$ cat src/rtl/rxmon_pkg.sv
package rxmon_pkg;
    typedef enum logic [1:0] {
        PG_TX_FMT = 2'd0,
        PG_TX_PID = 2'd1,
        PG_RX_PID = 2'd2,
        PG_RX_ERR = 2'd3
    } page_t;
endpackage

$ cat src/rtl/rxmon_page_fsm.sv
module rxmon_page_fsm
    import rxmon_pkg::*;
(
    input  logic       clk,
    input  logic       rst_n,
    input  logic       step,
    output logic [1:0] page,
    output logic       refresh
);
    page_t state_q, state_d;

    always_ff @(posedge clk or negedge rst_n) begin
        if (!rst_n) state_q <= PG_TX_FMT;
        else        state_q <= state_d;
    end

    always_comb begin
        state_d = state_q;
        if (step) begin
            unique case (state_q)
                PG_TX_FMT: state_d = PG_TX_PID;
                PG_TX_PID: state_d = PG_RX_PID;
                PG_RX_PID: state_d = PG_RX_ERR;
                PG_RX_ERR: state_d = PG_TX_FMT;
                default:   state_d = PG_TX_FMT;
            endcase
        end
    end

    always_ff @(posedge clk or negedge rst_n) begin
        if (!rst_n) refresh <= 1'b0;
        else        refresh <= step;
    end

    assign page = state_q;


    page_step_chk: assert property (@(posedge clk) disable iff (!rst_n)
        step |=> (page == 2'($past(page) + 2'd1)));

    page_hold_chk: assert property (@(posedge clk) disable iff (!rst_n)
        !step |=> $stable(page));

    refresh_pulse_chk: assert property (@(posedge clk) disable iff (!rst_n)
        refresh |-> !$stable(page));
endmodule

$ cat src/rtl/rxmon_sat_cnt.sv
module rxmon_sat_cnt #(
    parameter int W = 16
) (
    input  logic         clk,
    input  logic         rst_n,
    input  logic         clr,
    input  logic         inc,
    output logic [W-1:0] q
);
    localparam logic [W-1:0] TOP = {W{1'b1}};

    always_ff @(posedge clk or negedge rst_n) begin
        if (!rst_n)                q <= '0;
        else if (clr)              q <= '0;
        else if (inc && q != TOP)  q <= q + 1'b1;
    end


    clear_wins_chk: assert property (@(posedge clk) disable iff (!rst_n)
        clr |=> (q == '0));

    no_overflow_chk: assert property (@(posedge clk) disable iff (!rst_n)
        (q == TOP && !clr) |=> (q == TOP));

    single_step_chk: assert property (@(posedge clk) disable iff (!rst_n)
        (!clr && q != TOP) |=> (q == $past(q) || q == $past(q) + 1'b1));
endmodule

$ cat src/rtl/rx_status_monitor.sv
module rx_status_monitor #(
    parameter int ERR_W  = 16,
    parameter int TIME_W = 20
) (
    input  logic              clk,
    input  logic              rst_n,
    input  logic              sav_err,
    input  logic              eav_err,
    input  logic              crc_err,
    input  logic              vid_active,
    input  logic              sec_tick,
    input  logic              page_btn,
    input  logic              clr_btn,
    output logic [1:0]        page,
    output logic              page_chg,
    output logic [ERR_W-1:0]  place_cnt,
    output logic [ERR_W-1:0]  crc_cnt,
    output logic [TIME_W-1:0] elapsed
);
    logic place_hit, crc_hit;

    assign place_hit = vid_active & (sav_err | eav_err);
    assign crc_hit   = vid_active & crc_err;

    rxmon_page_fsm u_page (
        .clk(clk), .rst_n(rst_n), .step(page_btn),
        .page(page), .refresh(page_chg)
    );

    rxmon_sat_cnt #(.W(ERR_W)) u_place (
        .clk(clk), .rst_n(rst_n), .clr(clr_btn), .inc(place_hit), .q(place_cnt)
    );

    rxmon_sat_cnt #(.W(ERR_W)) u_crc (
        .clk(clk), .rst_n(rst_n), .clr(clr_btn), .inc(crc_hit), .q(crc_cnt)
    );

    rxmon_sat_cnt #(.W(TIME_W)) u_time (
        .clk(clk), .rst_n(rst_n), .clr(clr_btn), .inc(sec_tick), .q(elapsed)
    );


    idle_video_chk: assert property (@(posedge clk) disable iff (!rst_n)
        (!vid_active && !clr_btn) |=> ($stable(place_cnt) && $stable(crc_cnt)));

    clear_keeps_page_chk: assert property (@(posedge clk) disable iff (!rst_n)
        (clr_btn && !page_btn) |=> $stable(page));
endmodule

$ cat config.mk
export PLATFORM = sky130hd
export DESIGN_NAME = rx_status_monitor
export DESIGN_NICKNAME = d
export VERILOG_FILES = /design/src/rtl/rxmon_pkg.sv /design/src/rtl/rxmon_page_fsm.sv /design/src/rtl/rxmon_sat_cnt.sv /design/src/rtl/rx_status_monitor.sv
export SDC_FILE = /design/constraint.sdc
export NUM_CORES = 1
export LEC_CHECK = 0
export ABC_AREA = 0
export BUFFER_PORTS_ARGS = -buffer_cell sky130_fd_sc_hd__buf_2
export CAP_MARGIN = 10
export CORE_ASPECT_RATIO = 1.4
export CORE_UTILIZATION = 50
export DETAILED_ROUTE_END_ITERATION = 12
export GPL_TIMING_DRIVEN = 0
export PLACE_DENSITY = 0.73
export SYNTH_ARGS = -nofsm -noshare
export SYNTH_HDL_FRONTEND = slang
export SYNTH_SLANG_ARGS = --single-unit
$ cat constraint.sdc
create_clock -name clk -period 2.6 [get_ports clk]
set_clock_uncertainty 0.2 [all_clocks]
set_input_delay 0.65 -clock clk [delete_from_list [all_inputs] [get_ports clk]]
set_output_delay 0.65 -clock clk [all_outputs]
set_load 0.01 [all_outputs]
==> impl_metrics.ini, run 1 <==
[clocking]
clk_latency_ps = 310
ctsHtreeMaxLevel = 2
cts_tree = done
root_buffer = clkbuf_8
cts_buffers = 5
clock_sinks = 55
max-clock-path-buffers = 2
cts_resized = 0
post_cts_buffers = 0
cts_hold_buffers = 0
path_clk_slew_ps = 100

[global_route]
grt_pass1_vias = 2908
grt_overflow = 0
grt_antenna_before_repair = 0
grtUsageTotal_pct = 25.3
grt_pass1_wl_um = 13900
grt_max_degree = 33

[floorplan]
die-area_um2 = 6910
num_rows = 34
die_x_um = 70.5
ioPinCount = 64
die_h_um = 97.9
start_util_pct = 52.2
core_um2 = 6300

[routing]
drt_pass1_iterations = 8
detailedRoute.firstIterationViolations = 152
wl_um = 8190
viasPerCell = 6.17
drc = 8
ant_nets = 0
routedWlPerCell_um = 16.7
num_vias = 3025

[worst_setup_path]
r2r_cells = 4
worst_path_largest_cell_delay_ps = 610
cp-startpoint = u_time.q[0]$_DFFE_PN0P_
crit_path_top_delay_cell = a2111oi_0
path_cells = and4_1, nand2_1, a2111oi_0, mux2_2
required_ps = 2590
rr_startpoint = u_time.q[0]$_DFFE_PN0P_
cp-start-kind = register
end_kind = register
path_class = register to register
critPathMaxFanout = 7
arrival_ps = 2230

[flow_run]
maxCapViolCount = 0

[timing]
relSlewSlack_pct = 49.8
setup_viol = 0
worst_pin_slew_ps = 746
rsz0062_at_grt = no
period_needed_ps = 2240
max_freq_ghz = 0.446
fin_crit_sh_pct = 86.1
drv_slew = 0
fin_setup_tns_ps = 0
hold_viol_final = 0

[synth]
synth_seq_cells = 55
synth_top_cell_by_area = dfrtp_1
synth-seq-area-share_pct = 41.9
ys_async_sr_fraction_pct = 100
syn-cell-area_um2 = 3290
yosysTopAreaCellShare_pct = 41.9
syn_area_per_cell_um2 = 9.47
synth.area.top_cells = dfrtp_1 42%, mux2_2 5.8%, nor2b_1 4.6%
synthFlopType = dfrtp_1
synth_edf_count = 0
ys.warnings.count = 0
syn-num-nets = 361
synthCells = 347
synth_cell_type_count = 44

[final_layout]
stdcell_area_um2 = 3790
layout.nets = 431
syn_to_final_growth_pct = 15.3
drive_above_1_share_pct = 23.0
antenna_cells = 0

[power_and_ir_drop]
peakVddDrop_v = 0.000351
power.density_nw_per_um2 = 404
p_leak_nw = 1.75
design_power_total_mw = 1.53

[place]
placed_area_um2 = 3710
gp_congestion = 0.873
dpl.hpwl_um = 5910
io_buffers = 62

[worst_hold_path]
holdCritPathClass = primary input to async pin

[outcome]
violations = DRC
status = finished with violations
==> cell families (layout without fill, tap and decap cells) <==
kind of cell	after synthesis	count (layout)	synth area share, %
mux	26	26	8.79
flops	55	55	41.9
simple gates	169	169	30.6
fa+ha+maj	5	5	1.90
buf+inv	21	92	2.66
compound gates	71	71	14.1
==> power by group <==
| part | switching, mW | internal [mW] |
|---|---|---|
| logic | 0.109 | 0.0590 |
| clock network | 0.275 | 0.190 |
| registers | 0.0210 | 0.878 |
| total | 0.405 | 1.13 |
==> final timing paths <==
path	endpoint	slack, ps
hold reg to reg	u_time.q[19]$_DFFE_PN0P_	320
setup / recovery	u_time.q[11]$_DFFE_PN0P_	360
setup reg to reg	u_time.q[11]$_DFFE_PN0P_	360
min in group clk	u_page.refresh$_DFF_PN0_	290
max in group asynchronous	u_time.q[17]$_DFFE_PN0P_	1480
hold / removal	u_time.q[5]$_DFFE_PN0P_	120
==> placed cells by master (no fill, tap or decap), types with 2 or more instances in the layout <==
cell,synthesis,layout
nand4_4,2,2
and3_1,3,3
and4_1,7,7
clkbuf_1,9,11
or3_1,7,7
ha_1,5,5
mux2_1,6,6
buf_2,1,63
nand4_1,16,16
nor4_1,7,7
clkbuf_8,0,5
mux2i_1,3,3
o21ai_0,8,8
a211oi_1,9,9
o31ai_1,8,8
nor3_1,9,9
a31oi_1,4,4
dfrtp_1,55,55
mux2_2,17,17
o21a_1,3,3
nor4bb_1,2,2
nand2_1,28,28
a21oi_1,25,25
nor4b_2,2,2
a2111oi_0,4,4
o31a_1,3,3
nand3_1,12,12
nor4_4,3,3
nor2b_1,24,24
inv_1,9,9
or4_1,7,7
and2_1,2,2
nor2_1,35,35
==> cells in the mapped netlist (2+ instances only) <==
master      n
a2111oi_0   4
a211oi_1    9
a21oi_1    25
a31oi_1     4
and2_1      2
and3_1      3
and4_1      7
clkbuf_1    9
dfrtp_1    55
ha_1        5
inv_1       9
mux2_1      6
mux2_2     17
mux2i_1     3
nand2_1    28
nand3_1    12
nand4_1    16
nand4_4     2
nor2_1     35
nor2b_1    24
nor3_1      9
nor4_1      7
nor4_4      3
nor4b_2     2
nor4bb_1    2
o21a_1      3
o21ai_0     8
o31a_1      3
o31ai_1     8
or3_1       7
or4_1       7
==> metal layers <==
layer	up-vias	wire, um	global-route usage (%)
li1	1445	-	-
met3	13	337	3.10
met1	1485	3500	31.5
met2	82	4180	44.4
met5	-	0	0
met4	0	170	9.42
==> final cells by class <==
class | count | area [um^2]
clock inverters | 1 | 5.00
well taps | 72 | 90.1
clock buffers | 7 | 76.3
repair buffers | 63 | 330
inverters | 10 | 37.5
fillers | 561 | 2510
flip-flops and latches | 55 | 1380
plain buffers | 11 | 50.0
multi-input cells | 271 | 1820
==> metrics by stage <==
step / utilization (%) / hold slack (ps) / setup WS, ps / instances
floorplan: - / 154 / 509 / 347
global placement: 58.6 / 293 / 108 / 481
detailed placement: 58.9 / 305 / 71.6 / 482
CTS: 60.2 / 139 / 349 / 490
global route: 60.2 / 156 / 230 / 490
finish: 60.2 / 122 / 360 / 490
==> critical path: cells and delay by family (launching register included) <==
family	cells	cell delay, ps
mux	1	400
simple gates	2	460
flops	1	450
compound gates	1	610
==> sequential cells by signal, summed over array words and instances, names as in the netlist <==
signal and flops:
u_time.q 20, u_crc.q 16, u_place.q 16, u_page.page 2, u_page.refresh 1
Power figures use the tool's default switching activity.
==> inputs of run 2 (changes only) <==
==> constraint.sdc (replaced) <==
create_clock -name clk -period 2.1 [get_ports clk]
set_clock_uncertainty 0.2 [all_clocks]
set_input_delay 0.525 -clock clk [delete_from_list [all_inputs] [get_ports clk]]
set_output_delay 0.525 -clock clk [all_outputs]
set_load 0.01 [all_outputs]
==> impl_metrics.ini, run 2 (synthesized netlist as in run 1, its figures left out) <==
[clocking]
cts_buffers = 5
ctsHtreeMaxLevel = 2
clock_sinks = 55
path_clk_slew_ps = 100
max-clock-path-buffers = 2
clk_latency_ps = 310
root_buffer = clkbuf_8
cts_tree = done
cts_hold_buffers = 0

[final_layout]
layout.nets = 437
stdcell_area_um2 = 3900
top_register = u_time.q
fin_util_pct = 62.0
syn_to_final_growth_pct = 18.7
drive_above_1_share_pct = 27.8
largest_registers = u_time.q (20), u_crc.q (16), u_place.q (16)
antenna_cells = 0
instances_no_fill = 496
layout_commonest_cell = buf_2
final_cell_mix = 63 x buf_2, 53 x dfrtp_1, 34 x nor2_1, 27 x nand2_1
largest_register_ffs = 20

[routing]
wl_um = 8330
viasPerCell = 6.21
ant_nets = 0
drt_pass1_iterations = 8
routedWlPerCell_um = 16.8
wl_met3_um = 414
num_vias = 3080
drc = 8
detailedRoute.firstIterationViolations = 177
wl_met2_um = 4400
topRoutingLayerUsed = met4
wl_met1_um = 3350

[timing]
fin_crit_sh_pct = 97.0
max_freq_ghz = 0.491
setup_viol = 0
worst_pin_slew_ps = 608
drv_slew = 0
hold_ws_ps = -1.31
hold_viol_final = 1
relSlewSlack_pct = 59.5
period_needed_ps = 2040

[power_and_ir_drop]
switching_power_uw = 498
power.density_nw_per_um2 = 486
seq_power_share_pct = 58.8
pwr-share-comb_pct = 11.1
p_sw_share_pct = 26.3
p_int_mw = 1.40
clkPwrFrac_pct = 30.1
peakVddDrop_v = 0.000453
p_leak_nw = 1.80

[worst_setup_path]
cpLargestDelayFamily = simple AND/OR/NAND/NOR gates
path_class = register to register
path_cells = and4_1, nand2_1, a2111oi_2, mux2_2
arrival_ps = 2030
cp-start-kind = register
crit_path_top_delay_cell = dfrtp_1
rr_startpoint = u_time.q[4]$_DFFE_PN0P_
cp-startpoint = u_time.q[4]$_DFFE_PN0P_
required_ps = 2090
path_buf_inv = 0
worst_path_largest_cell_delay_ps = 440
critPathMaxFanout = 7
end_kind = register

[flow_run]
maxCapViolCount = 0

[global_route]
grt_max_degree = 33
grtUsageTotal_pct = 25.4
grt_antenna_before_repair = 0
grt_overflow = 0
grt_pass1_wl_um = 14000
grt_pass1_vias = 2926

[place]
io_buffers = 62
dpl.hpwl_um = 5910
placed_area_um2 = 3710
gp_congestion = 0.873
dp.cells = 482

[floorplan]
num_rows = 34
die-area_um2 = 6910
start_util_pct = 52.2
core_um2 = 6300
ioPinCount = 64
die_h_um = 97.9
die_x_um = 70.5

[worst_hold_path]
holdCritPathClass = primary input to async pin

[outcome]
status = finished with violations
violations = DRC, hold timing
## run 2: area by class of cell
class,count,area [um^2]
Buffer,11,50.0
Clock buffer,7,76.3
Clock inverter,1,5.00
Fill cell,548,2390
Inverter,10,38.8
Multi-Input combinational cell,271,1890
Sequential cell,55,1380
Tap cell,72,90.1
Timing Repair Buffer,69,375
## run 2: power by group through the flow
stage | Combinational (mW) | Clock, mW | Sequential (mW)
floorplan | 0.0972 | 0 | 1.14
detailed placement | 0.214 | 0 | 1.13
CTS | 0.214 | 0.586 | 1.11
finish | 0.210 | 0.570 | 1.11
global placement | 0.198 | 0 | 1.13
global route | 0.245 | 0.631 | 1.12
## run 2: what timing repair did
item	4_1_cts	5_1_grt
resized for setup	4	16
buffers inserted	2	4
pin swaps	2	4
endpoints found under the setup margin	5	32
## run 2: final timing paths
path	slack [ps]	cells after the start	end
hold reg to reg	320	1	u_time.q[19]$_DFFE_PN0P_
setup / recovery	60	4	u_time.q[11]$_DFFE_PN0P_
setup reg to reg	60	4	u_time.q[11]$_DFFE_PN0P_
max in group asynchronous	1120	2	u_place.q[9]$_DFFE_PN0P_
hold / removal	-1	1	u_time.q[5]$_DFFE_PN0P_
min in group clk	170	1	u_page.refresh$_DFF_PN0_
## run 2: stage by stage
stage	hold WS (ps)	setup TNS, ps	total power [mW]	setup slack [ps]
after floorplan	29.4	0	1.24	134
after global placement	293	-4300	1.33	-267
after detailed placement	305	-5400	1.35	-303
after CTS	14.3	-12.1	1.91	-12.1
after global routing	30.4	-19.9	1.99	-19.5
final	-1.31	0	1.89	62.0
## run 2: routing by layer
layer / GRT usage, % / vias to the layer above
met1: 31.3 / 1516
met4: 9.42 / 0
li1: - / 1459
met5: 0 / -
met3: 3.10 / 15
met2: 45.0 / 90
